==> src/rtl/e1fa_pkg.sv <==
// Package: shared types and constants of the E1 frame alignment detector.
// Assumes: one alignment word of TS_BITS-1 bits, sent earliest bit first.
package e1fa_pkg;

    // Controller states: search, verify candidate, aligned
    typedef enum logic [1:0] {
        ST_HUNT    = 2'd0,
        ST_CONFIRM = 2'd1,
        ST_LOCK    = 2'd2
    } fa_state_t;

    // Default alignment word, oldest bit in the MSB
    localparam logic [6:0] FAW_DEFAULT = 7'b0011011;

endpackage

==> src/rtl/e1fa_history.sv <==
// Module: bit history and pattern comparator.
// Keeps the previous LEN-1 accepted bits and compares them, together with
// the bit being accepted now, against PAT (oldest bit in MSB).
// Assumes: history filled with ones at reset, so PAT must start with 0 for
// a partial history never to match.
module e1fa_history #(
    parameter int LEN = 7,
    parameter logic [LEN-1:0] PAT = 7'b0011011
) (
    input  logic clk,
    input  logic rst_n,
    input  logic bit_vld,
    input  logic bit_in,
    output logic match
);

    logic [LEN-2:0] hist_q;
    logic [LEN-1:0] window;

    // Window = stored history followed by the current bit
    always_comb begin
        window = {hist_q, bit_in};
        match  = (window == PAT);
    end

    // Shift accepted bits into the history
    always_ff @(posedge clk) begin
        if (!rst_n) begin
            hist_q <= '1;
        end else if (bit_vld) begin
            hist_q <= window[LEN-2:0];
        end
    end

endmodule

==> src/rtl/e1fa_pos_cnt.sv <==
// Module: double-frame bit position counter.
// Holds the position (0 .. 2^POS_W-1) of the next accepted bit. Advances on
// each accepted bit and wraps naturally; 'load' forces LOAD_VAL instead.
// Assumes: two frames span exactly 2^POS_W bits.
module e1fa_pos_cnt #(
    parameter int POS_W    = 9,
    parameter int LOAD_VAL = 8
) (
    input  logic             clk,
    input  logic             rst_n,
    input  logic             bit_vld,
    input  logic             load,
    output logic [POS_W-1:0] pos
);

    localparam logic [POS_W-1:0] LOAD_P = POS_W'(LOAD_VAL);

    // Advance or reload the position on each accepted bit
    always_ff @(posedge clk) begin
        if (!rst_n) begin
            pos <= '0;
        end else if (bit_vld) begin
            pos <= load ? LOAD_P : pos + 1'b1;
        end
    end

    // no accepted bit, no movement
    p_hold_r2: assert property (@(posedge clk) disable iff (!rst_n)
        !bit_vld |=> $stable(pos));

    // an accepted bit without reload moves the position by one
    p_step_r3: assert property (@(posedge clk) disable iff (!rst_n)
        (bit_vld && !load) |=> pos == $past(pos) + 1'b1);

endmodule

==> src/rtl/e1fa_ctrl.sv <==
// Module: hunt / confirm / lock controller.
// Uses the comparator result and the position counter to decide when a
// candidate boundary is taken, confirmed, kept or lost.
// Assumes: 'match' and 'pos' describe the bit accepted in this cycle; the
// alignment word ends at position CHECK_POS of the first frame of a pair.
module e1fa_ctrl
    import e1fa_pkg::*;
#(
    parameter int POS_W      = 9,
    parameter int FRAME_BITS = 256,
    parameter int CHECK_POS  = 7,
    parameter int MISS_LIMIT = 3,
    localparam int MISS_W    = $clog2(MISS_LIMIT + 1)
) (
    input  logic             clk,
    input  logic             rst_n,
    input  logic             bit_vld,
    input  logic             match,
    input  logic [POS_W-1:0] pos,
    output logic             load,
    output logic             locked,
    output logic             lof
);

    localparam logic [POS_W-1:0]  CHK      = POS_W'(CHECK_POS);
    localparam logic [POS_W-1:0]  MID      = POS_W'(CHECK_POS + FRAME_BITS);
    localparam logic [MISS_W-1:0] LAST_MIS = MISS_W'(MISS_LIMIT - 1);

    fa_state_t         state_q, state_d;
    logic [MISS_W-1:0] miss_q, miss_d;
    logic              lof_q, lof_d;

    // Next-state decision for each accepted bit
    always_comb begin
        state_d = state_q;
        miss_d  = miss_q;
        lof_d   = lof_q;
        load    = 1'b0;
        if (bit_vld) begin
            case (state_q)
                ST_HUNT: begin
                    if (match) begin
                        load    = 1'b1;
                        state_d = ST_CONFIRM;
                    end
                end
                ST_CONFIRM: begin
                    if (pos == MID && match) begin
                        state_d = ST_HUNT;
                    end else if (pos == CHK) begin
                        if (match) begin
                            state_d = ST_LOCK;
                            miss_d  = '0;
                            lof_d   = 1'b0;
                        end else begin
                            state_d = ST_HUNT;
                        end
                    end
                end
                ST_LOCK: begin
                    if (pos == CHK) begin
                        if (match) begin
                            miss_d = '0;
                        end else if (miss_q == LAST_MIS) begin
                            state_d = ST_HUNT;
                            miss_d  = '0;
                            lof_d   = 1'b1;
                        end else begin
                            miss_d = miss_q + 1'b1;
                        end
                    end
                end
                default: state_d = ST_HUNT;
            endcase
        end
    end

    // Register controller state, miss count and loss flag
    always_ff @(posedge clk) begin
        if (!rst_n) begin
            state_q <= ST_HUNT;
            miss_q  <= '0;
            lof_q   <= 1'b0;
        end else begin
            state_q <= state_d;
            miss_q  <= miss_d;
            lof_q   <= lof_d;
        end
    end

    assign locked = (state_q == ST_LOCK);
    assign lof    = lof_q;

    // lock is only ever entered from confirmation
    p_lock_path_r6: assert property (@(posedge clk) disable iff (!rst_n)
        $rose(locked) |-> $past(state_q) == ST_CONFIRM);

    // pattern in the intervening frame drops the candidate
    p_mid_drop_r5: assert property (@(posedge clk) disable iff (!rst_n)
        (state_q == ST_CONFIRM && bit_vld && pos == MID && match)
        |=> state_q == ST_HUNT);

    // leaving lock always raises the loss flag
    p_loss_flag_r8: assert property (@(posedge clk) disable iff (!rst_n)
        $fell(locked) |-> lof);

    // the miss count never reaches the limit
    p_miss_range_r8: assert property (@(posedge clk) disable iff (!rst_n)
        miss_q < MISS_W'(MISS_LIMIT));

endmodule

==> src/rtl/e1_frame_aligner.sv <==
// Module: E1 frame alignment detector (top).
// Finds the frame boundary of a sampled E1 bit stream from the alignment
// word in timeslot 0 of alternate frames, then labels every bit with its
// timeslot and bit index and pulses frame_start once per frame.
// Assumes: bits already recovered at mid-bit; TS_NUM*TS_BITS*2 is a power
// of two; the word occupies bits 2..TS_BITS of timeslot 0.
module e1_frame_aligner
    import e1fa_pkg::*;
#(
    parameter int TS_NUM     = 32,
    parameter int TS_BITS    = 8,
    parameter int MISS_LIMIT = 3,
    parameter logic [TS_BITS-2:0] FAW = FAW_DEFAULT,
    localparam int TS_W      = $clog2(TS_NUM),
    localparam int BIT_W     = $clog2(TS_BITS)
) (
    input  logic             clk,
    input  logic             rst_n,
    input  logic             bit_vld,
    input  logic             bit_in,
    output logic             frame_start,
    output logic [TS_W-1:0]  ts_idx,
    output logic [BIT_W-1:0] bit_idx,
    output logic             locked,
    output logic             lof
);

    localparam int FRAME_BITS = TS_NUM * TS_BITS;
    localparam int POS_W      = $clog2(2 * FRAME_BITS);
    localparam int CHECK_POS  = TS_BITS - 1;

    logic             match;
    logic             load;
    logic [POS_W-1:0] pos;

    e1fa_history #(
        .LEN (TS_BITS - 1),
        .PAT (FAW)
    ) u_hist (
        .clk     (clk),
        .rst_n   (rst_n),
        .bit_vld (bit_vld),
        .bit_in  (bit_in),
        .match   (match)
    );

    e1fa_pos_cnt #(
        .POS_W    (POS_W),
        .LOAD_VAL (CHECK_POS + 1)
    ) u_pos (
        .clk     (clk),
        .rst_n   (rst_n),
        .bit_vld (bit_vld),
        .load    (load),
        .pos     (pos)
    );

    e1fa_ctrl #(
        .POS_W      (POS_W),
        .FRAME_BITS (FRAME_BITS),
        .CHECK_POS  (CHECK_POS),
        .MISS_LIMIT (MISS_LIMIT)
    ) u_ctrl (
        .clk     (clk),
        .rst_n   (rst_n),
        .bit_vld (bit_vld),
        .match   (match),
        .pos     (pos),
        .load    (load),
        .locked  (locked),
        .lof     (lof)
    );

    // Split the position into timeslot and bit, flag the frame opening
    always_comb begin
        bit_idx     = pos[BIT_W-1:0];
        ts_idx      = pos[POS_W-2:BIT_W];
        frame_start = locked && (pos[POS_W-2:0] == '0);
    end

    // reset leaves the outputs idle
    p_reset_r1: assert property (@(posedge clk)
        !rst_n |=> (!locked && !lof && !frame_start && ts_idx == '0 && bit_idx == '0));

    // frame_start only while aligned
    p_fs_locked_r9: assert property (@(posedge clk) disable iff (!rst_n)
        frame_start |-> locked);

    // a hunt match places the next bit in timeslot 1, bit 0
    p_cand_load_r4: assert property (@(posedge clk) disable iff (!rst_n)
        (!locked && load) |=> (ts_idx == TS_W'(1) && bit_idx == '0));

endmodule

==> config.mk <==
export PLATFORM = sky130hd
export DESIGN_NAME = e1_frame_aligner
export DESIGN_NICKNAME = d
export VERILOG_FILES = /design/src/rtl/e1fa_pkg.sv /design/src/rtl/e1fa_history.sv /design/src/rtl/e1fa_pos_cnt.sv /design/src/rtl/e1fa_ctrl.sv /design/src/rtl/e1_frame_aligner.sv
export SDC_FILE = /design/constraint.sdc
export NUM_CORES = 1
export LEC_CHECK = 0
export BUFFER_PORTS_ARGS = -buffer_cell sky130_fd_sc_hd__buf_2
export CORE_ASPECT_RATIO = 1.75
export CORE_MARGIN = 4
export CORE_UTILIZATION = 44
export DETAILED_ROUTE_END_ITERATION = 12
export GPL_TIMING_DRIVEN = 0
export PLACE_DENSITY = 0.69
export SETUP_SLACK_MARGIN = 0.1
export SYNTH_ARGS = -nofsm -noshare
export SYNTH_HDL_FRONTEND = slang
export SYNTH_SLANG_ARGS = --single-unit
==> constraint.sdc <==
create_clock -name clk -period 4.7 [get_ports clk]
set_clock_uncertainty 0.1 [all_clocks]
set_input_delay 0 -clock clk [delete_from_list [all_inputs] [get_ports clk]]
set_output_delay 0 -clock clk [all_outputs]
set_load 0.02 [all_outputs]
# Word-level counts from Yosys, hierarchy flattened

Index checks and enable logic that the tools add are counted.

Bits in registers: 20
Input bits: 4
Output and inout bits: 11
Logic and storage cells: 55

$add $sub $neg: 2
Equal/unequal tests: 14
Muxes and demuxes: 26
Reduce and logical (&&, ||, !) cells: 8

Operators by type and width:

| operator              | count |
|---|---|
| $mux W2               | 13 |
| $reduce_and A6 Y1     | 2 |
| $ne A2 B1 Y1 const B  | 5 |
| $add A9 B1 Y9 const B | 1 |
| $eq A9 B3 Y1 const B  | 1 |
| $eq A9 B9 Y1 const B  | 1 |
| $mux W1               | 9 |
| $mux W9               | 1 |
| $logic_not A8 Y1      | 1 |
| $reduce_and A8 Y1     | 1 |
| $eq A7 B5 Y1 const B  | 1 |
| $pmux W2 S3           | 1 |
| $eq A2 B2 Y1 const B  | 2 |
| $ne A2 B2 Y1 const B  | 2 |
| $pmux W2 S2           | 1 |
| $ne A3 B1 Y1 const B  | 1 |
| $add A2 B1 Y2 const B | 1 |
| $eq A2 B1 Y1 const B  | 1 |
| $logic_and A1 B1 Y1   | 2 |
| $logic_not A2 Y1      | 1 |
| $pmux W1 S2           | 1 |
| $reduce_bool A2 Y1    | 1 |

# Logic depth before layout (Yosys ltp)

Gate-level depths: netlist of the first run.

Depth after elaboration: 5
Gate-level depth with buffers: 5
Mapped depth without buffers: 5

# Hierarchy

Synthesis of the first run repeated with hierarchy kept, for this count alone.

Cell total of the unflattened synthesis: 107
Area, all modules: 1012.2 um^2

Modules (own cells, without submodules):

| module           | times used | cells an instance | area each (um^2) | sequential area each (um^2) |
|---|---|---|---|---|
| e1fa_pos_cnt     | 1          | 45                | 404.1            | 180.2 |
| e1fa_ctrl        | 1          | 38                | 347.8            | 100.1 |
| e1fa_history     | 1          | 21                | 231.5            | 120.1 |
| e1_frame_aligner | 1          | 3                 | 28.8             | 0.0 |

# Worst setup path before layout of the first run

OpenSTA, ideal clock, no wires.

Path type: reg-to-output
Start point: register u_pos.pos[3]
End point: output port frame_start
Data arrival time: 1.826 ns
Data required time: 4.600 ns
Setup slack: 2.774 ns
Cell stages (with the launch flop): 4
Path buffers: 0
Cells stage by stage: dfxtp_1 > or4_4 > or2_2 > nor4_1

Longest elaborated chain between the ends: 2

Ends and longest elaborated chain:

| element                | RTL line               | RTL |
|---|---|---|
| from (decl)            | e1fa_pos_cnt.sv:13     | `output logic [POS_W-1:0] pos` |
| from (signal assigned) | e1fa_pos_cnt.sv:23     | `pos <= load ? LOAD_P : pos + 1'b1;` |
| $logic_not A8 Y1       | e1_frame_aligner.sv:78 | `frame_start = locked && (pos[POS_W-2:0] == '0);` |
| $logic_and A1 B1 Y1    | e1_frame_aligner.sv:78 |  |
| to (decl)              | e1_frame_aligner.sv:21 | `output logic frame_start,` |

Every way passes these cells.

# Final worst setup path of the first run

Ends and elaborated chain as after synthesis.

==> qor.yml, run 1 <==
synthToLayoutAreaGrowth_pct: 15.29
power_density_nw_per_um2: 269.6
clk_transition_reported_paths_ns: 0.07
initial_utilization_pct: 45.35
p_leak_nw: 0.5186
layout.area.seq_sq_um: 400.4
finalSetupViolations: 0
synth-edff-count: 0
cts_sinks: 20
fp.dieW_microns: 44.59
required_ns: 4.60
min_path_cells: 3
synth_warnings: 0
design_area_sq_um: 1189
synth_seq_cells: 20
multi_input_area_sq_um: 536.8
dr_total_vias: 901
ys_seq_area_share_pct: 38.83
root_buffer: "clkbuf_8"
drt_iter0_markers: 18
yosysUniqueCellTypes: 31
insertion_delay_ns: 0.26
critical_path.startpoint_type: "register"
fmax_mhz: 488.0
relSlewSlack_pct: 54.41
antenna_left: 0
fill_cells: 233
syn_area_sq_um: 1031
pin_count: 15
final_common_cell: "dfxtp_1"
grt_max_degree: 11
finalSetupTns_ns: 0
grt_pass1_vias: 912
io_buffers: 13
cts.htree.levels: 1
core_sq_um: 2273
final_cell_count_no_fill: 166
timing.final.crit_period_ns: 2.049
rows: 23
slew_violations: 0
critical_path.max_fanout: 7
worstSetupPathType: "register to primary output"
wl_microns: 2133
synthesis.nets: 129
globalRouteOverflowTotal: 0
drc: 0
dpl-instance-area_sq_um: 1127
pre_cts_ws_ns: 2.777
worstHoldPathType: "input pin to register"
finalWeightedCongestion: 0.7990
nets: 149
final_cell_mix: "dfxtp_1 (20), nand2_1 (15), buf_2 (13)"
dieArea_sq_um: 3212
critPathCaptureType: "primary output"
dp_hpwl_microns: 1661
timing.final.ws_setup_ns: 2.651
cap_violations: 0
synthArstFlopShare_pct: 0
cts_buffers: 3
crit_arrival_ns: 1.95
vdd_drop_max_uv: 166.6
drive_gt1_share_pct: 19.86
avgSynthCellArea_sq_um: 8.382
placed_cells: 161
min_period_over_period_pct: 43.60
synth.top_cell.area_share_pct: 38.83
diodes: 0
drt-pass1-iter-count: 5
synth_largest_area_cell: "dfxtp_1"
grt_pass1_wl_microns: 3801
clk_path_buf_depth: 2
syn_inst: 123
via_per_inst: 5.428
hold_violations: 0
status: "complete, no violations"
die_y_microns: 72.04
grt_usage_pct: 15.49
rsz0062_at_grt: "false"
synthFlopType: "dfxtp_1"
cts_resized: 0
r2r_cells: 4
yosys-top-cells-area: "dfxtp_1 (39%), mux2i_1 (6.8%), buf_4 (5.8%)"
cts_tree: "built"
worstMarginPinSlew_ns: 0.6823
detail_route.wl_per_cell_microns: 12.85
antenna_found_initial: 0
## state kept, by name, indices dropped and copies added, names as in the netlist
name / flops
u_hist.hist_q: 6
u_pos.pos: 9
u_ctrl.state_q: 2
u_ctrl.miss_q: 2
u_ctrl.lof: 1
## critical path: stages, from the launching register on
cell	delay, ns
dfxtp_1	0.38
or4_4	0.58
or2_2	0.32
nor4_1	0.19
buf_2	0.22
## repair_timing
action	in CTS	in global routing
setup endpoints to repair	0	0
setup buffers	0	0
hold buffers	2	0
endpoints found under the hold margin	3	0
## Yosys cell counts (all sizes together), types with 4 or more instances
library cell and count:
a21oi 5, a31oi 4, buf 9, dfxtp 20, inv 5, mux2i 7, nand2 15, nand2b 4
nand3 5, nand4 6, nor2 11, xor2 5
## cell families after synthesis
family,Yosys count,share of synthesized area [%]
and+or+nand+nor,54,27.55
DFF,20,38.83
buffers and inverters,17,9.102
AOI/OAI and AO/OA,16,9.344
xor gates and xnor gates,7,5.947
muxes,7,6.796
adders and majority gates,2,2.427
## area by class of cell
class,instances,share of cell area [%]
clock buffers,3,3.474
plain buffers,12,6.316
inverters,5,1.579
flip-flops and latches,20,33.68
repair buffers,15,7.158
well taps,25,2.632
multi-input cells,86,45.16
## through the flow
step,hold WS (ns),total power (W),utilization (%)
5_1_grt,0.2184,0.0003295,52.28
2_1_floorplan,0.02885,0.0002007,-
6_report,0.1628,0.0003205,52.28
3_5_place_dp,0.1320,0.0002090,49.59
3_3_place_gp,0.1320,0.0002083,49.59
4_1_cts,0.1752,0.0003208,52.28
## routing by layer
metal / share of wire, % / track usage (%)
met5: 0 / 0
met4: 3.0 / 7.383
met3: 4.1 / 2.481
met2: 52 / 28.48
met1: 41 / 16.10
## path summary, 6_finish.rpt
check | startpoint | to | slack [ns]
max reg2reg | u_pos.pos[3] | u_ctrl.miss_q[0] | 2.78
min reg2reg | u_hist.hist_q[5] | u_hist.hist_q[5] | 0.39
max | u_pos.pos[3] | frame_start | 2.65
min | bit_vld | u_pos.pos[1] | 0.16
## power by group
group          total [W]  leakage [nW]  internal, W  switching, W
sequential      0.000176         0.162     0.000173    0.00000315
combinational  0.0000302         0.335    0.0000125     0.0000177
clock           0.000115        0.0216    0.0000572     0.0000574
Note: power is estimated with default switching activity, not from simulation.
==> run 2: changes to the inputs <==
Settings changed: PLACE_DENSITY 0.69 to 0.72.
Clock period 4.7 ns to 1.82 ns, I/O delays scaled along.
==> run 2 against run 1 <==
The run now ends with setup timing left. Register-to-register slack got worse by 2.7 ns. Total power grew to 2.6 times the previous value. Worst setup slack lost 2.7 ns. Critical path depth unchanged. Clock-buffer cell count stayed put. Via count is 3.6% higher. Worst hold slack gained 0.0016 ns. Core utilization is 5.3 points higher. Final cell count is 3.0% higher. Die area did not move.
==> qor.yml, run 2 (synthesized netlist as in run 1, its figures left out) <==
status: "finished with violations"
violations: "setup timing"
insertion_delay_ns: 0.26  # about the same
largest_reg_flops: 9  # unchanged
dpl-instance-area_sq_um: 1136  # +0.78%
dp_hpwl_microns: 1632  # -1.7%
rows: 23  # unchanged
nets: 154  # +3.4%
rsz0062_at_grt: "true"
cts.htree.levels: 1  # unchanged
cp.buffers_inverters: 1  # unchanged
slew_violations: 0  # unchanged
fp.dieW_microns: 44.59  # unchanged
grt_pass1_wl_microns: 3891  # +2.4%
detail_route.wl_per_cell_microns: 13.68  # +6.5%
finalSetupViolations: 1  # +1
die_y_microns: 72.04  # unchanged
drt-pass1-iter-count: 4  # -1
cts_tree: "built"
antenna_found_initial: 0  # unchanged
finalWeightedCongestion: 0.7385  # -7.6%
p_sw_w: 0.0001973  # +150%
root_buffer: "clkbuf_8"
clockPowerShare_pct: 34.8  # -1.0 points
grt_max_degree: 11  # unchanged
pre_cts_ws_ns: -0.04449  # -2.822 ns
required_ns: 1.72  # -2.88 ns
cpPeakStageDelay_ns: 0.54  # -0.04 ns
critical_path.startpoint_type: "register"
clk_path_buf_depth: 2  # unchanged
worstSetupPathType: "register to primary output"
power_density_nw_per_um2: 629.0  # +130%
core_sq_um: 2273  # unchanged
via_per_inst: 5.456  # +0.52%
finalSetupTns_ns: -0.009191  # -0.009191 ns
power_frac_seq_pct: 54.9  # about the same
fmax_mhz: 546.7
final_common_cell: "dfxtp_1"
p_comb_share_pct: 10.2  # +0.8 points
crit_arrival_ns: 1.73  # -0.22 ns
worstHoldPathType: "input pin to register"
pin_count: 15  # unchanged
relSlewSlack_pct: 63.27  # +8.9 points
dieArea_sq_um: 3212  # unchanged
vdd_drop_max_uv: 472.6  # +180%
slowest_stage: "or4_4"
drc: 0  # unchanged
globalRouteOverflowTotal: 0  # unchanged
drt_iter0_markers: 16  # -2
p_int_w: 0.0006259  # +160%
diodes: 0  # unchanged
hold_violations: 0  # unchanged
critical_path.max_fanout: 3  # -4
final_cell_mix: "dfxtp_1 (15), nand2_1 (14), buf_4 (14)"
crit_chain: "or4_4 > or2_4 > nor4_2 > buf_4"
cap_violations: 0  # unchanged
antenna_left: 0  # unchanged
reg.largest.list: "u_pos.pos x9, u_hist.hist_q x6"
synthToLayoutAreaGrowth_pct: 26.94
critPathCaptureType: "primary output"
io_buffers: 13  # unchanged
grt_usage_pct: 15.91  # +0.42 points
largest_register: "u_pos.pos"
cts_sinks: 20  # unchanged
cts_buffers: 3  # unchanged
p_leak_nw: 0.5502  # +6.1%
timing.final.ws_setup_ns: -0.009191  # -2.660 ns
initial_utilization_pct: 45.35  # unchanged
cp_top_family: "simple AND/OR/NAND/NOR gates"
grt_pass1_vias: 966  # +5.9%
wl_microns: 2339  # +9.7%
worstMarginPinSlew_ns: 0.5510  # -0.1313 ns
clk_transition_reported_paths_ns: 0.07  # about the same
fill_cells: 204  # -12%
design_area_sq_um: 1309  # +10%
dr_total_vias: 933  # +3.6%
drive_gt1_share_pct: 33.56  # +14 points
min_period_over_period_pct: 100.5
timing.final.crit_period_ns: 1.829
sw_frac_of_total_pct: 23.97  # -0.45 points
-- run 2: metal layers --
metal  share of wire (%)  vias up  GRT usage (%)
li1                    -      467              -
met1                  39      441          15.72
met2                  54       18          28.48
met3                 3.7        7          2.730
met4                 2.9        0          10.74
met5                   0        -              0
-- run 2: layout make-up --
type | instances | area [sq um] | share of cell area (%)
inverter | 5 | 18.77 | 1.434
buffer | 12 | 75.07 | 5.736
sequential | 20 | 411.6 | 31.45
clock buffer | 3 | 41.29 | 3.155
multi-input combinational | 86 | 605.6 | 46.27
timing repair buffer | 20 | 125.1 | 9.560
tap | 25 | 31.28 | 2.390
-- run 2: per-stage QoR --
stage               cells  hold WS (ns)  util (%)   power, W
floorplan             123       0.02885         -  0.0005198
global placement      161        0.1307     49.97  0.0005391
detailed placement    161        0.1377     49.97  0.0005416
CTS                   169        0.1500     55.81  0.0008356
global route          171        0.2119     57.57  0.0008596
finish                171        0.1644     57.57  0.0008232
-- run 2: what timing repair did --
action	in CTS	in global routing
pin swaps	7	9
endpoints found under the hold margin	2	0
hold buffers	2	0
resized for setup	12	9
endpoints found under the setup margin	12	12
buffers inserted	3	2
-- run 2: tightest hold or removal path, cell delays in order --
cell and delay [ns]:
clkbuf_1 0.18, nand2b_1 0.19, a21oi_1 0.12
-- run 2: final timing paths --
check / from / to / slack [ns] / cells after the start
worst max-delay path: u_pos.pos[3] / frame_start / -0.009 / 4
worst min-delay path: bit_vld / u_pos.pos[1] / 0.16 / 3
worst max register to register: u_pos.pos[3] / u_ctrl.miss_q[1] / 0.04 / 4
worst min register to register: u_ctrl.lof / u_ctrl.lof / 0.39 / 2
-- run 2: power groups by stage --
stage | sequential [W] | combinational (W) | clock (W)
6_report | 0.000452 | 0.0000843 | 0.000287
5_1_grt | 0.000453 | 0.0000941 | 0.000312
4_1_cts | 0.000452 | 0.0000821 | 0.000301
3_5_place_dp | 0.000464 | 0.0000774 | 0
3_3_place_gp | 0.000463 | 0.0000757 | 0
2_1_floorplan | 0.000462 | 0.0000577 | 0
==> run 3: changes to the inputs <==
Settings changed: CORE_MARGIN 4 to 5.
==> run 3 against run 2 <==
The flow still finishes with violations (setup timing). Worst setup slack got worse by 0.0014 ns. Sequential share of layout area increased by 0.89 points. Sequential power about the same. Cell area decreased by 3.6%. Global-route usage decreased by 1.4 points. Largest cell class unchanged. Die area increased by 7.4%. Worst hold slack improved by 0.0042 ns. First-iteration DRC count decreased by 6.3%. Total power increased by 6.6%. Routed wire length decreased by 8.2%. Sequential cell count unchanged. Via count decreased by 0.96%. Critical endpoint unchanged.
==> qor.yml, run 3 (synthesized netlist as in run 1, its figures left out) <==
cts_sinks: 20  # unchanged
slew_violations: 0  # unchanged
via_per_inst: 5.500  # +0.80%
final_cell_mix: "dfxtp_1 (16), nand2_1 (14), buf_2 (12)"
cap_violations: 0  # unchanged
die_y_microns: 74.04  # +2.8%
finalSetupViolations: 1  # unchanged
cts_tree: "built"
rsz0062_at_grt: "true"
insertion_delay_ns: 0.26  # about the same
drt_iter0_markers: 15  # -1
globalRouteOverflowTotal: 0  # unchanged
timing.final.ws_setup_ns: -0.01063  # -0.001436 ns
initial_utilization_pct: 45.35  # unchanged
critPathCaptureType: "primary output"
grt_pass1_vias: 868  # -10%
cts_buffers: 3  # unchanged
diodes: 0  # unchanged
utilization_pct: 55.48  # -2.1 points
critical_path.max_fanout: 6  # +3
clk_path_buf_depth: 2  # unchanged
drc: 0  # unchanged
dieArea_sq_um: 3449  # +7.4%
fmax_mhz: 546.3  # about the same
timing.final.crit_period_ns: 1.831  # +0.001436 ns
reg.largest.list: "u_pos.pos x9, u_hist.hist_q x6"
io_buffers: 13  # unchanged
relSlewSlack_pct: 62.70  # -0.57 points
finalPower_w: 0.0008777  # +6.6%
dp_hpwl_microns: 1598  # -2.1%
wl_microns: 2148  # -8.2%
cts.htree.levels: 1  # unchanged
worstHoldPathType: "input pin to register"
finalWeightedCongestion: 0.7402  # +0.23%
drt-pass1-iter-count: 4  # unchanged
synthToLayoutAreaGrowth_pct: 22.33
detail_route.wl_per_cell_microns: 12.79  # -6.5%
critical_path.startpoint_type: "register"
crit_arrival_ns: 1.73  # about the same
whs_ns: 0.1686  # +0.004193 ns
worstMarginPinSlew_ns: 0.5595  # +0.008509 ns
violations: "setup timing"
antenna_found_initial: 0  # unchanged
core_sq_um: 2273  # unchanged
fp.dieW_microns: 46.59  # +4.5%
min_period_over_period_pct: 100.6  # about the same
dr_total_vias: 924  # -0.96%
worstSetupPathType: "register to primary output"
nets: 150  # -2.6%
pin_count: 15  # unchanged
final_common_cell: "dfxtp_1"
vdd_drop_max_uv: 582.4  # +23%
antenna_left: 0  # unchanged
p_leak_nw: 0.5344  # -2.9%
drive_gt1_share_pct: 28.67  # -4.9 points
root_buffer: "clkbuf_8"
fill_cells: 209  # +2.5%
grt_pass1_wl_microns: 3691  # -5.1%
clk_transition_reported_paths_ns: 0.07  # about the same
grt_usage_pct: 14.48  # -1.4 points
status: "finished with violations"
pre_cts_ws_ns: -0.05025  # -0.005764 ns
required_ns: 1.72  # about the same
largest_register: "u_pos.pos"
power_density_nw_per_um2: 695.9  # +11%
rows: 23  # unchanged
largest_reg_flops: 9  # unchanged
grt_max_degree: 12  # +1
finalSetupTns_ns: -0.01063  # -0.001436 ns
hold_violations: 0  # unchanged
## run 3: layout make-up
type	instances	area, sq um	area share, %
multi-input combinational	86	578.1	45.83
sequential	20	407.9	32.34
inverter	5	18.77	1.488
clock buffer	4	55.05	4.365
buffer	12	75.07	5.952
tap	25	31.28	2.480
timing repair buffer	16	95.09	7.540
## run 3: what timing repair did
action,4_1_cts,5_1_grt
hold buffers,2,0
endpoints found under the hold margin,3,0
pin swaps,1,1
gates resized for setup,8,5
setup endpoints to repair,12,12
buffers inserted,1,0
## run 3: critical path: stages (launching register included)
cell	delay, ns
dfxtp_2	0.36
or4_4	0.54
or2_4	0.27
nor4_4	0.12
buf_4	0.17
## run 3: final timing paths
path / cells after the start / end / start / slack [ns]
setup / recovery: 4 / frame_start / u_pos.pos[4] / -0.01
hold / removal: 3 / u_pos.pos[1] / bit_vld / 0.17
setup reg to reg: 4 / u_ctrl.state_q[0] / u_pos.pos[4] / 0.05
hold reg to reg: 2 / u_ctrl.miss_q[1] / u_ctrl.miss_q[1] / 0.38
## run 3: power breakdown
part	switching, W	internal, W	leakage (nW)
clock	0.000146	0.000193	0.0288
sequential	0.00000918	0.000444	0.164
combinational	0.0000498	0.0000358	0.341
total	0.000205	0.000673	0.534
## run 3: stage by stage
stage	cell area (sq um)	instances
6_report	1261	168
2_1_floorplan	1040	123
3_5_place_dp	1136	161
3_3_place_gp	1136	161
5_1_grt	1261	168
4_1_cts	1242	168
## run 3: per-layer routing
metal  track usage (%)  vias up  share of wire, %
li1                  -      457                 -
met1             15.33      440                38
met2             26.53       22                55
met3             2.906        5               4.5
met4             5.696        0               2.0
met5                 0        -                 0
